`config.mk`:
```
export PLATFORM = sky130hd
export DESIGN_NAME = tlb_asid_xlate
export DESIGN_NICKNAME = d
export VERILOG_FILES = /design/src/rtl/tlb_pkg.sv /design/src/rtl/tlb_rst_sync.sv /design/src/rtl/tlb_victim_pick.sv /design/src/rtl/tlb_cam.sv /design/src/rtl/tlb_entry_store.sv /design/src/rtl/tlb_asid_xlate.sv
export SDC_FILE = /design/constraint.sdc
export NUM_CORES = 2
export LEC_CHECK = 0
export ABC_AREA = 0
export BUFFER_PORTS_ARGS = -buffer_cell sky130_fd_sc_hd__buf_2
export CORE_UTILIZATION = 68
export DETAILED_ROUTE_END_ITERATION = 6
export PLACE_DENSITY_LB_ADDON = 0.3
export SYNTH_ARGS = -nofsm -noshare
export SYNTH_HDL_FRONTEND = slang
export SYNTH_SLANG_ARGS = --single-unit
```
`constraint.sdc`:
```
create_clock -name clk -period 8.3 [get_ports clk]
set_clock_uncertainty 0.1 [all_clocks]
set_input_delay 0.415 -clock clk [delete_from_list [all_inputs] [get_ports clk]]
set_output_delay 0.415 -clock clk [all_outputs]
set_load 0.005 [all_outputs]
```
`src/rtl/tlb_pkg.sv`:
```
package tlb_pkg;

  // Access rights held by one entry
  typedef struct packed {
    logic rd_ok;
    logic wr_ok;
  } tlb_perm_t;

  // Where a refill is placed
  typedef enum logic [1:0] {
    SLOT_REUSE  = 2'd0,
    SLOT_FREE   = 2'd1,
    SLOT_RANDOM = 2'd2
  } tlb_slot_src_e;

endpackage

```
`src/rtl/tlb_rst_sync.sv`:
```
module tlb_rst_sync (
  input  logic clk,
  input  logic rst_n,
  output logic rst_q_n
);

  logic [1:0] sync_q;

  always_ff @(posedge clk or negedge rst_n) begin
    if (!rst_n) sync_q <= 2'b00;
    else        sync_q <= {sync_q[0], 1'b1};
  end

  assign rst_q_n = sync_q[1];

endmodule

```
`src/rtl/tlb_victim_pick.sv`:
```
module tlb_victim_pick #(
  parameter int          ENTRIES   = 16,
  parameter int          LFSR_W    = 16,
  parameter logic [15:0] LFSR_TAPS = 16'hB400
) (
  input  logic                       clk,
  input  logic                       rst_n,
  output logic [$clog2(ENTRIES)-1:0] rnd_idx
);

  localparam int IDX_W = $clog2(ENTRIES);

  logic [LFSR_W-1:0] lfsr_q, lfsr_d;
  logic [IDX_W-1:0]  raw_idx;
  logic              lfsr_unused;

  // Galois step, right shift
  always_comb begin
    lfsr_d = {1'b0, lfsr_q[LFSR_W-1:1]};
    if (lfsr_q[0]) lfsr_d = lfsr_d ^ LFSR_TAPS[LFSR_W-1:0];
  end

  always_ff @(posedge clk or negedge rst_n) begin
    if (!rst_n) lfsr_q <= {{(LFSR_W-1){1'b0}}, 1'b1};
    else        lfsr_q <= lfsr_d;
  end

  // Fold the low bits into range when ENTRIES is not a power of two
  always_comb begin
    raw_idx = lfsr_q[IDX_W-1:0];
    if ({1'b0, raw_idx} >= (IDX_W+1)'(ENTRIES)) rnd_idx = raw_idx - IDX_W'(ENTRIES);
    else                                        rnd_idx = raw_idx;
  end

  assign lfsr_unused = ^lfsr_q[LFSR_W-1:IDX_W];


  lfsr_nonzero_chk: assert property (@(posedge clk) disable iff (!rst_n)
    lfsr_q != '0);

endmodule

```
`src/rtl/tlb_cam.sv`:
```
module tlb_cam #(
  parameter int ENTRIES = 16,
  parameter int VPN_W   = 20,
  parameter int ASID_W  = 8
) (
  input  logic [ENTRIES-1:0]             ent_valid,
  input  logic [ENTRIES-1:0][VPN_W-1:0]  ent_vpn,
  input  logic [ENTRIES-1:0][ASID_W-1:0] ent_asid,
  input  logic [ENTRIES-1:0]             ent_glob,
  input  logic [VPN_W-1:0]               key_vpn,
  input  logic [ASID_W-1:0]              key_asid,
  input  logic                           key_glob,
  output logic [ENTRIES-1:0]             hit_vec,
  output logic                           hit_any,
  output logic [$clog2(ENTRIES)-1:0]     hit_idx
);

  localparam int IDX_W = $clog2(ENTRIES);

  // One comparator per slot; a global key or entry ignores the ASID
  for (genvar i = 0; i < ENTRIES; i++) begin : g_cmp
    assign hit_vec[i] = ent_valid[i] && (ent_vpn[i] == key_vpn) &&
                        (ent_glob[i] || key_glob || (ent_asid[i] == key_asid));
  end

  assign hit_any = |hit_vec;

  // Lowest matching slot wins
  always_comb begin
    hit_idx = '0;
    for (int i = ENTRIES - 1; i >= 0; i--) begin
      if (hit_vec[i]) hit_idx = IDX_W'(i);
    end
  end

endmodule

```
`src/rtl/tlb_entry_store.sv`:
```
module tlb_entry_store
  import tlb_pkg::*;
#(
  parameter int ENTRIES = 16,
  parameter int VPN_W   = 20,
  parameter int ASID_W  = 8,
  parameter int PFN_W   = 20
) (
  input  logic                           clk,
  input  logic                           rst_n,
  // refill write
  input  logic                           wr_go,
  input  logic [$clog2(ENTRIES)-1:0]     wr_idx,
  input  logic [ENTRIES-1:0]             wr_kill,
  input  logic [VPN_W-1:0]               wr_vpn,
  input  logic [ASID_W-1:0]              wr_asid,
  input  logic                           wr_glob,
  input  logic [PFN_W-1:0]               wr_pfn,
  input  tlb_perm_t                      wr_perm,
  // invalidation
  input  logic                           inv_all,
  input  logic                           inv_asid_en,
  input  logic [ASID_W-1:0]              inv_asid,
  // status update from a clean access
  input  logic                           touch_go,
  input  logic [$clog2(ENTRIES)-1:0]     touch_idx,
  input  logic                           touch_wr,
  // entry contents
  output logic [ENTRIES-1:0]             ent_valid,
  output logic [ENTRIES-1:0][VPN_W-1:0]  ent_vpn,
  output logic [ENTRIES-1:0][ASID_W-1:0] ent_asid,
  output logic [ENTRIES-1:0]             ent_glob,
  output logic [ENTRIES-1:0][PFN_W-1:0]  ent_pfn,
  output tlb_perm_t [ENTRIES-1:0]        ent_perm,
  output logic [ENTRIES-1:0]             ent_used,
  output logic [ENTRIES-1:0]             ent_dirty
);

  localparam int IDX_W = $clog2(ENTRIES);

  for (genvar i = 0; i < ENTRIES; i++) begin : g_ent
    logic              v_q, v_d, u_q, u_d, d_q, d_d, load;
    logic [VPN_W-1:0]  vpn_q;
    logic [ASID_W-1:0] asid_q;
    logic              glob_q;
    logic [PFN_W-1:0]  pfn_q;
    tlb_perm_t         perm_q;

    // Next state: touch, then refill, then invalidation overrides
    always_comb begin
      load = wr_go && (wr_idx == IDX_W'(i));
      v_d  = v_q;
      u_d  = u_q;
      d_d  = d_q;
      if (touch_go && (touch_idx == IDX_W'(i))) begin
        u_d = 1'b1;
        if (touch_wr) d_d = 1'b1;
      end
      if (wr_go && wr_kill[i]) v_d = 1'b0;
      if (load) begin
        v_d = 1'b1;
        u_d = 1'b0;
        d_d = 1'b0;
      end
      if (inv_all) v_d = 1'b0;
      if (inv_asid_en && !glob_q && (asid_q == inv_asid)) v_d = 1'b0;
    end

    always_ff @(posedge clk or negedge rst_n) begin
      if (!rst_n) begin
        v_q <= 1'b0;
        u_q <= 1'b0;
        d_q <= 1'b0;
      end else begin
        v_q <= v_d;
        u_q <= u_d;
        d_q <= d_d;
      end
    end

    // Payload: enabled load only, no reset
    always_ff @(posedge clk) begin
      if (load) begin
        vpn_q  <= wr_vpn;
        asid_q <= wr_asid;
        glob_q <= wr_glob;
        pfn_q  <= wr_pfn;
        perm_q <= wr_perm;
      end
    end

    assign ent_valid[i] = v_q;
    assign ent_vpn[i]   = vpn_q;
    assign ent_asid[i]  = asid_q;
    assign ent_glob[i]  = glob_q;
    assign ent_pfn[i]   = pfn_q;
    assign ent_perm[i]  = perm_q;
    assign ent_used[i]  = u_q;
    assign ent_dirty[i] = d_q;


    dirty_implies_used_chk: assert property (@(posedge clk) disable iff (!rst_n)
      (v_q && d_q) |-> u_q);
  end

endmodule

```
`src/rtl/tlb_asid_xlate.sv`:
```
module tlb_asid_xlate
  import tlb_pkg::*;
#(
  parameter int          ENTRIES    = 16,
  parameter int          ASID_W     = 8,
  parameter int          VA_W       = 32,
  parameter int          PAGE_OFF_W = 12,
  parameter int          PFN_W      = 20,
  parameter int          LFSR_W     = 16,
  parameter logic [15:0] LFSR_TAPS  = 16'hB400
) (
  input  logic                        clk,
  input  logic                        rst_n,
  input  logic [ASID_W-1:0]           cur_asid,
  input  logic                        lk_en,
  input  logic                        lk_write,
  input  logic [VA_W-1:0]             lk_va,
  output logic                        lk_hit,
  output logic                        lk_fault,
  output logic [PFN_W+PAGE_OFF_W-1:0] lk_pa,
  output logic                        lk_used,
  output logic                        lk_dirty,
  input  logic                        rf_en,
  input  logic [VA_W-PAGE_OFF_W-1:0]  rf_vpn,
  input  logic [ASID_W-1:0]           rf_asid,
  input  logic                        rf_global,
  input  logic [PFN_W-1:0]            rf_pfn,
  input  logic                        rf_rd_ok,
  input  logic                        rf_wr_ok,
  input  logic                        inv_all,
  input  logic                        inv_asid_en,
  input  logic [ASID_W-1:0]           inv_asid
);

  localparam int VPN_W = VA_W - PAGE_OFF_W;
  localparam int PA_W  = PFN_W + PAGE_OFF_W;
  localparam int IDX_W = $clog2(ENTRIES);

  logic                           rst_q_n;
  logic [ENTRIES-1:0]             ent_valid, ent_glob, ent_used, ent_dirty;
  logic [ENTRIES-1:0][VPN_W-1:0]  ent_vpn;
  logic [ENTRIES-1:0][ASID_W-1:0] ent_asid;
  logic [ENTRIES-1:0][PFN_W-1:0]  ent_pfn;
  tlb_perm_t [ENTRIES-1:0]        ent_perm;

  logic [ENTRIES-1:0] lk_vec, ov_vec;
  logic               lk_any, ov_any, free_any;
  logic [IDX_W-1:0]   lk_idx, ov_idx, free_idx, rnd_idx, wr_idx;
  logic               perm_ok, rf_go;
  tlb_slot_src_e      slot_src;
  tlb_perm_t          rf_perm;

  tlb_rst_sync u_rst (
    .clk     (clk),
    .rst_n   (rst_n),
    .rst_q_n (rst_q_n)
  );

  tlb_victim_pick #(
    .ENTRIES   (ENTRIES),
    .LFSR_W    (LFSR_W),
    .LFSR_TAPS (LFSR_TAPS)
  ) u_victim (
    .clk     (clk),
    .rst_n   (rst_q_n),
    .rnd_idx (rnd_idx)
  );

  // Lookup match under the current address space
  tlb_cam #(.ENTRIES(ENTRIES), .VPN_W(VPN_W), .ASID_W(ASID_W)) u_cam_lk (
    .ent_valid (ent_valid),
    .ent_vpn   (ent_vpn),
    .ent_asid  (ent_asid),
    .ent_glob  (ent_glob),
    .key_vpn   (lk_va[VA_W-1:PAGE_OFF_W]),
    .key_asid  (cur_asid),
    .key_glob  (1'b0),
    .hit_vec   (lk_vec),
    .hit_any   (lk_any),
    .hit_idx   (lk_idx)
  );

  // Overlap search for the refill
  tlb_cam #(.ENTRIES(ENTRIES), .VPN_W(VPN_W), .ASID_W(ASID_W)) u_cam_ov (
    .ent_valid (ent_valid),
    .ent_vpn   (ent_vpn),
    .ent_asid  (ent_asid),
    .ent_glob  (ent_glob),
    .key_vpn   (rf_vpn),
    .key_asid  (rf_asid),
    .key_glob  (rf_global),
    .hit_vec   (ov_vec),
    .hit_any   (ov_any),
    .hit_idx   (ov_idx)
  );

  // Lowest invalid slot
  always_comb begin
    free_idx = '0;
    for (int i = ENTRIES - 1; i >= 0; i--) begin
      if (!ent_valid[i]) free_idx = IDX_W'(i);
    end
  end
  assign free_any = !(&ent_valid);

  // Placement: overlap, then vacancy, then random victim
  always_comb begin
    if (ov_any)        slot_src = SLOT_REUSE;
    else if (free_any) slot_src = SLOT_FREE;
    else               slot_src = SLOT_RANDOM;
    case (slot_src)
      SLOT_REUSE: wr_idx = ov_idx;
      SLOT_FREE:  wr_idx = free_idx;
      default:    wr_idx = rnd_idx;
    endcase
  end

  assign rf_go   = rf_en && !inv_all && !inv_asid_en;
  assign rf_perm = '{rd_ok: rf_rd_ok, wr_ok: rf_wr_ok};

  // Lookup result
  assign perm_ok  = lk_write ? ent_perm[lk_idx].wr_ok : ent_perm[lk_idx].rd_ok;
  assign lk_hit   = lk_en && lk_any && perm_ok;
  assign lk_fault = lk_en && lk_any && !perm_ok;
  assign lk_pa    = lk_hit ? {ent_pfn[lk_idx], lk_va[PAGE_OFF_W-1:0]} : {PA_W{1'b0}};
  assign lk_used  = lk_en && lk_any && ent_used[lk_idx];
  assign lk_dirty = lk_en && lk_any && ent_dirty[lk_idx];

  tlb_entry_store #(
    .ENTRIES (ENTRIES),
    .VPN_W   (VPN_W),
    .ASID_W  (ASID_W),
    .PFN_W   (PFN_W)
  ) u_store (
    .clk         (clk),
    .rst_n       (rst_q_n),
    .wr_go       (rf_go),
    .wr_idx      (wr_idx),
    .wr_kill     (ov_vec),
    .wr_vpn      (rf_vpn),
    .wr_asid     (rf_asid),
    .wr_glob     (rf_global),
    .wr_pfn      (rf_pfn),
    .wr_perm     (rf_perm),
    .inv_all     (inv_all),
    .inv_asid_en (inv_asid_en),
    .inv_asid    (inv_asid),
    .touch_go    (lk_hit),
    .touch_idx   (lk_idx),
    .touch_wr    (lk_write),
    .ent_valid   (ent_valid),
    .ent_vpn     (ent_vpn),
    .ent_asid    (ent_asid),
    .ent_glob    (ent_glob),
    .ent_pfn     (ent_pfn),
    .ent_perm    (ent_perm),
    .ent_used    (ent_used),
    .ent_dirty   (ent_dirty)
  );


  single_match_chk: assert property (@(posedge clk) disable iff (!rst_q_n)
    $onehot0(lk_vec));


  hit_fault_excl_chk: assert property (@(posedge clk) disable iff (!rst_q_n)
    !(lk_hit && lk_fault));


  inv_all_clears_chk: assert property (@(posedge clk) disable iff (!rst_q_n)
    inv_all |=> (!lk_hit && !lk_fault));


  idle_quiet_chk: assert property (@(posedge clk) disable iff (!rst_q_n)
    !lk_en |-> (!lk_hit && !lk_fault && !lk_used && !lk_dirty));

endmodule

```
### Word-level counts from Yosys, hierarchy flattened

Cells that the tools add are included.

* register bits after elaboration: 882
* output and inout port bits: 36

* order comparisons: 1
* equal/unequal tests: 111
* muxes and demuxes: 191
* bitwise logic cells: 1
* reduce and logical (&&, ||, !) cells: 288

Operators with widths (number)
* equality test 20 bit: 32
* equality test 8 bit: 48
* two-way mux 4 bit: 48
* logical AND 1 bit: 151
* two-way mux 1 bit: 132
* binary-select mux 20 bit (select 4 bit): 1
* equality test 4 bit (second input constant): 16
* nonzero test 2 bit: 32
* nonzero test 4 bit: 16
* logical OR 1 bit: 48
* equality test 4 x 3 -> 1 bit (second input constant): 8
* two-way mux 32 bit: 1
* AND reduction 2 bit: 16
* OR reduction 16 bit: 2
* two-way mux 20 bit: 1
* zero test 1 bit: 19
* equality test 4 x 2 -> 1 bit (second input constant): 4
* two-way mux 16 bit: 1
* AND reduction 16 bit: 1
* binary-select mux 1 bit (select 4 bit): 2
* binary-select mux 2 bit (select 4 bit): 1
* equality test 4 x 1 -> 1 bit (second input constant): 2
* zero test 4 bit: 2
* one-hot mux 4 bit (2 select lines): 1
* 5 further kinds: 7

### Depth between registers and ports, before layout

* depth after elaboration: 26
* depth in mapped cells: 18

### By module

Synthesis repeated with hierarchy kept, for this count alone.

* cells, all modules: 3072
* area, all modules: 44218.7 µm²

By module, submodules not included
* tlb_entry_store: instances 1, cells an instance 1297, area each 28702.5 µm², seq. area each 25704.7 µm²
* tlb_cam: instances 2, cells an instance 720, area each 5748.0 µm², seq. area each 0.0 µm²
* tlb_asid_xlate: instances 1, cells an instance 309, area each 3508.4 µm², seq. area each 0.0 µm²
* tlb_victim_pick: instances 1, cells an instance 23, area each 457.9 µm², seq. area each 401.6 µm²
* tlb_rst_sync: instances 1, cells an instance 3, area each 53.8 µm², seq. area each 50.0 µm²

### Worst setup path after synthesis

OpenSTA, ideal clock, no wires.

* path type: in2reg
* from: input port rf_vpn[1]
* to: register u_store.g_ent[10].perm_q, in the netlist u_store.ent_perm[20] (enable)
* arrival: 5.801 ns
* required time: 7.735 ns
* slack: 1.935 ns
* stages: 13
* cells stage by stage: clkbuf_1 -> xor2_1 -> or4_1 -> or4b_2 -> or4_1 -> nand2_1 -> a21oi_1 -> o211ai_1 -> a31oi_1 -> o21ai_1 -> or3b_1 -> clkbuf_1 -> nor2_1

* cells in the longest elaborated chain, start to end: 22

RTL lines
* from (decl): RTL line tlb_asid_xlate.sv:24 `input logic [VA_W-PAGE_OFF_W-1:0] rf_vpn,`
* equality test 20 bit: RTL line tlb_cam.sv:22 `assign hit_vec[i] = ent_valid[i] && (ent_vpn[i] == key_vpn) &&`
* logical AND 1 bit (2 in a row): RTL line tlb_cam.sv:22
* two-way mux 4 bit (16 in a row): RTL line tlb_cam.sv:32 `if (hit_vec[i]) hit_idx = IDX_W'(i);`
* one-hot mux 4 bit (2 select lines) (*): RTL line tlb_asid_xlate.sv:111 `case (slot_src)`
* equality test 4 bit (*): RTL line tlb_entry_store.sv:51 `load = wr_go && (wr_idx == IDX_W'(i));`
* logical AND 1 bit (*): RTL line tlb_entry_store.sv:51
* named net u_store.g_ent[10].load: RTL line tlb_entry_store.sv:42 `logic v_q, v_d, u_q, u_d, d_q, d_d, load;`
* to (signal assigned): RTL line tlb_entry_store.sv:88 `perm_q <= wr_perm;`
* to (decl): RTL line tlb_entry_store.sv:47 `tlb_perm_t perm_q;`

Mark *: on every way through the listed nets, which the timed path passes. The rest lies on a longest branch.
A chain may end at the register's enable or synchronous reset.

### Worst setup path in the final report

* from: register u_store.g_ent[14].asid_q[4]
* to: output port lk_pa[28]

* cells in the longest elaborated chain, start to end: 23

RTL lines
* from (decl): RTL line tlb_entry_store.sv:44 `logic [ASID_W-1:0] asid_q;`
* from (signal assigned): RTL line tlb_entry_store.sv:85 `asid_q <= wr_asid;`
* equality test 8 bit (*): RTL line tlb_cam.sv:23 `(ent_glob[i] || key_glob || (ent_asid[i] == key_asid));`
* logical OR 1 bit (*): RTL line tlb_cam.sv:23
* logical AND 1 bit (*): RTL line tlb_cam.sv:22
* two-way mux 4 bit (15 in a row): RTL line tlb_cam.sv:32
* binary-select mux 2 bit (select 4 bit): RTL line tlb_asid_xlate.sv:122 `assign perm_ok = lk_write ? ent_perm[lk_idx].wr_ok : ent_perm[lk_idx].rd_ok;`
* two-way mux 2 bit (not written as such): RTL line tlb_asid_xlate.sv:122
* two-way mux 1 bit: RTL line tlb_asid_xlate.sv:122
* logical AND 1 bit: RTL line tlb_asid_xlate.sv:123 `assign lk_hit = lk_en && lk_any && perm_ok;`
* two-way mux 32 bit (*): RTL line tlb_asid_xlate.sv:125 `assign lk_pa = lk_hit ? {ent_pfn[lk_idx], lk_va[PAGE_OFF_W-1:0]} : {PA_W{1'b0}};`
* to (decl): RTL line tlb_asid_xlate.sv:20 `output logic [PFN_W+PAGE_OFF_W-1:0] lk_pa,`

Mark *: on every way between the ends. The rest lies on a longest branch, timed or not. The select of a mux whose other input is x is not followed.

==> results.yml <==
setup_path:
  crit_type: "reg2out"
  critical_path.endpoint_type: "output pin"
  startpoint_class_of_the_critical_path: "register"
  crit_path_max_fanout: 116
  worstPathArrival_ns: 6.51
  ff2ff_path_depth: 13
  cp_data_required_time_ns: 7.79
place:
  routability_driven_placement_congestion_ratio: 1.02
  placement.io_buffers: 141
  place_ws_ns: 1.62
  placed_cells: 4579
  dp.final_hpwl_um: 89000
timing:
  transition_time_at_the_pin_with_the_least_slew_margin_ns: 1.27
  clock.fmax_mhz: 142
  fin_setup_tns_ns: 0
  whs_ns: 0.0367
  timing.slew.headroom_pct: 15.3
  timing.final.hold_violations: 0
  grt_setup_unrepaired: "false"
  max_slew_violations: 0
  report.final.setup_viol: 0
  timing.final.ws_setup_ns: 1.27
  period_share_pct: 84.7
  fin_crit_ns: 7.03
logic_synthesis:
  synth_ff_type: "edfxtp_1"
  synth.most_common_cell: "edfxtp_1"
  post_synth_main_area_contributors: "edfxtp_1 54%, xor2_1 12%, xnor2_1 7.3%"
  yosys_warnings: 0
  synth-edff-count: 816
  synthesis.area_mm2: 0.0457
  ys_seq_area_share_pct: 57.3
  syn-num-nets: 3812
  synthesis.instances: 3706
  netlist_top_cells_count: "816 x edfxtp_1, 644 x xor2_1, 383 x xnor2_1"
  synth.lib_cells_used.distinct: 72
  postSynthAreaPerCell_um2: 12.3
  synth_top_area_share_pct: 53.6
  ys_async_sr_fraction_pct: 7.48
  flop_and_latch_count_out_of_synthesis: 882
  synth.largest_area_cell: "edfxtp_1"
run_status:
  outcome: "finished with violations"
  failed_checks: "design-rule violations"
final_layout:
  fin_cells: 4771
  syn_to_final_growth_pct: 11.0
  fin_nets: 3938
  layout-drive-gt1-share_pct: 13.0
min_path:
  holdCritPathClass: "in2reg"
  hold_path_depth: 1
power:
  p_per_area_mw_per_mm2: 192
  ir_drop_mv: 0.219
  static-leakage-power_uw: 0.0170
clock_tree:
  ctsRootBufferMaster: "clkbuf_16"
  cts_setup_buffers: 0
  cts-hold-fix-buffers: 25
  cts_tree: "built"
  htree_num_levels: 3
  cts_resized: 0
  clk_path_buf_depth: 3
  clock_latency_ns: 0.68
  num_cts_buffers: 90
  worst_path_clk_slew_ns: 0.06
  numClockSinks: 882
floorplan:
  std_cell_rows: 94
  die_w_um: 261
  initial_util_pct: 69.1
  floorplan.die.height_um: 261
  fp.coreArea_mm2: 0.0661
  die_area_mm2: 0.0682
  num_io_pins: 142
grt:
  grt_use_total_pct: 41.7
  grt_pass1_wl_um: 205000
  maximum_number_of_pins_on_one_net_before_global_route_repair: 117
  grt_antenna_before_repair: 1
  vias_in_the_first_global_route: 32400
  grt_remaining_overflow: 0
route:
  ant_nets_after_route: 0
  route.vias.total: 33000
  post_drt_via_cell_ratio: 6.91
  dr.first_iter.drc_count: 4214
  detail_route.first_pass.iterations: 7
  route.final.wire_length_um: 142000
  wl_per_cell_um: 29.8
  drt_drc_violations_left: 1
run:
  reported_max_cap_violation_count: 0
## sequential cells by signal, indices dropped and copies added (netlist names)
register,count
u_store.g_ent.glob_q,16
u_store.g_ent.pfn_q,320
u_victim.lfsr_q,16
u_store.g_ent.u_q,16
u_store.ent_perm,32
u_store.g_ent.asid_q,128
u_rst.sync_q,2
u_store.g_ent.vpn_q,320
u_store.g_ent.v_q,16
u_store.g_ent.d_q,16
## final timing paths
| check | startpoint | endpoint | slack [ns] |
|---|---|---|---|
| worst max register to register | u_store.g_ent[14].asid_q[4] | u_store.g_ent[11].u_q | 2.23 |
| worst min-delay path | rf_pfn[18] | u_store.g_ent[10].pfn_q[18] | 0.04 |
| max in group asynchronous | u_rst.sync_q[1] | u_store.g_ent[14].d_q | 7.15 |
| worst min register to register | u_victim.lfsr_q[8] | u_victim.lfsr_q[7] | 0.24 |
| worst max-delay path | u_store.g_ent[14].asid_q[4] | lk_pa[28] | 1.27 |
| min in group asynchronous | u_rst.sync_q[1] | u_store.g_ent[2].u_q | 0.39 |
## report_power, final
part / switching (µW) / internal [µW] / leakage, µW
Combinational: 465 / 202 / 0.00723
Sequential: 9.51 / 4870 / 0.00825
Clock: 1810 / 2400 / 0.00149
## through the flow
stage	area, µm²	utilization (%)	total power [µW]
6_report	50700	76.7	9750
5_1_grt	50700	76.7	9940
4_1_cts	50700	76.7	9720
3_5_place_dp	47400	71.7	5600
3_3_place_gp	47400	71.7	5590
2_1_floorplan	45700	-	5360
## cells in the final DEF (no fill, tap or decap), types with 41 or more instances in the layout
| cell | instances |
|---|---|
| xnor2_1 | 383 |
| a31oi_1 | 109 |
| o22ai_1 | 46 |
| nand4b_1 | 43 |
| edfxtp_1 | 816 |
| mux2_2 | 88 |
| clkbuf_16 | 91 |
| nor2_1 | 157 |
| xor2_1 | 644 |
| buf_4 | 70 |
| or4_1 | 41 |
| dfrtp_1 | 64 |
| nor4_1 | 240 |
| nand2_1 | 284 |
| nand4_1 | 148 |
| buf_2 | 141 |
| nor3_1 | 66 |
## cell type report
| type | instances | area, µm² |
|---|---|---|
| flip-flops and latches | 882 | 26200 |
| multi-input cells | 2589 | 18600 |
| fillers | 4044 | 15400 |
| clock buffers | 109 | 2400 |
| repair buffers | 246 | 1680 |
| well taps | 864 | 1080 |
| clock inverters | 57 | 681 |
| inverters | 23 | 86.3 |
| diodes | 1 | 2.50 |
## cell families after synthesis
group                  after synthesis  share of synthesized area [%]
AO/OA/AOI/OAI                      318                           4.67
buffers and inverters              235                           2.42
other                                1                        0.00821
multiplexers                        91                           2.24
AND/OR/NAND/NOR                   1152                           13.7
XOR/XNOR                          1027                           19.7
flip-flops                         882                           57.3
## worst max-delay path, cell delays in order (launching register included)
cell and delay (ns):
edfxtp_1 0.46, xor2_1 0.18, nor4_1 0.32, a21oi_1 0.26, or4_1 0.65, a211oi_2 0.40, o2111ai_2 0.43, nand2_8 0.66
a2111oi_0 0.19, or4_4 0.58, nor3b_4 0.65, a21oi_4 0.22, buf_4 0.36, nor3_1 0.24, buf_2 0.15
## metal layers
layer | vias to the layer above | share of wire [%] | track usage, %
met2 | 2504 | 45 | 64.2
met3 | 592 | 12 | 8.24
met1 | 15900 | 36 | 53.9
met5 | - | 0 | 0
met4 | 0 | 7.8 | 28.6
li1 | 14000 | - | -
Power figures use the tool's default switching activity.
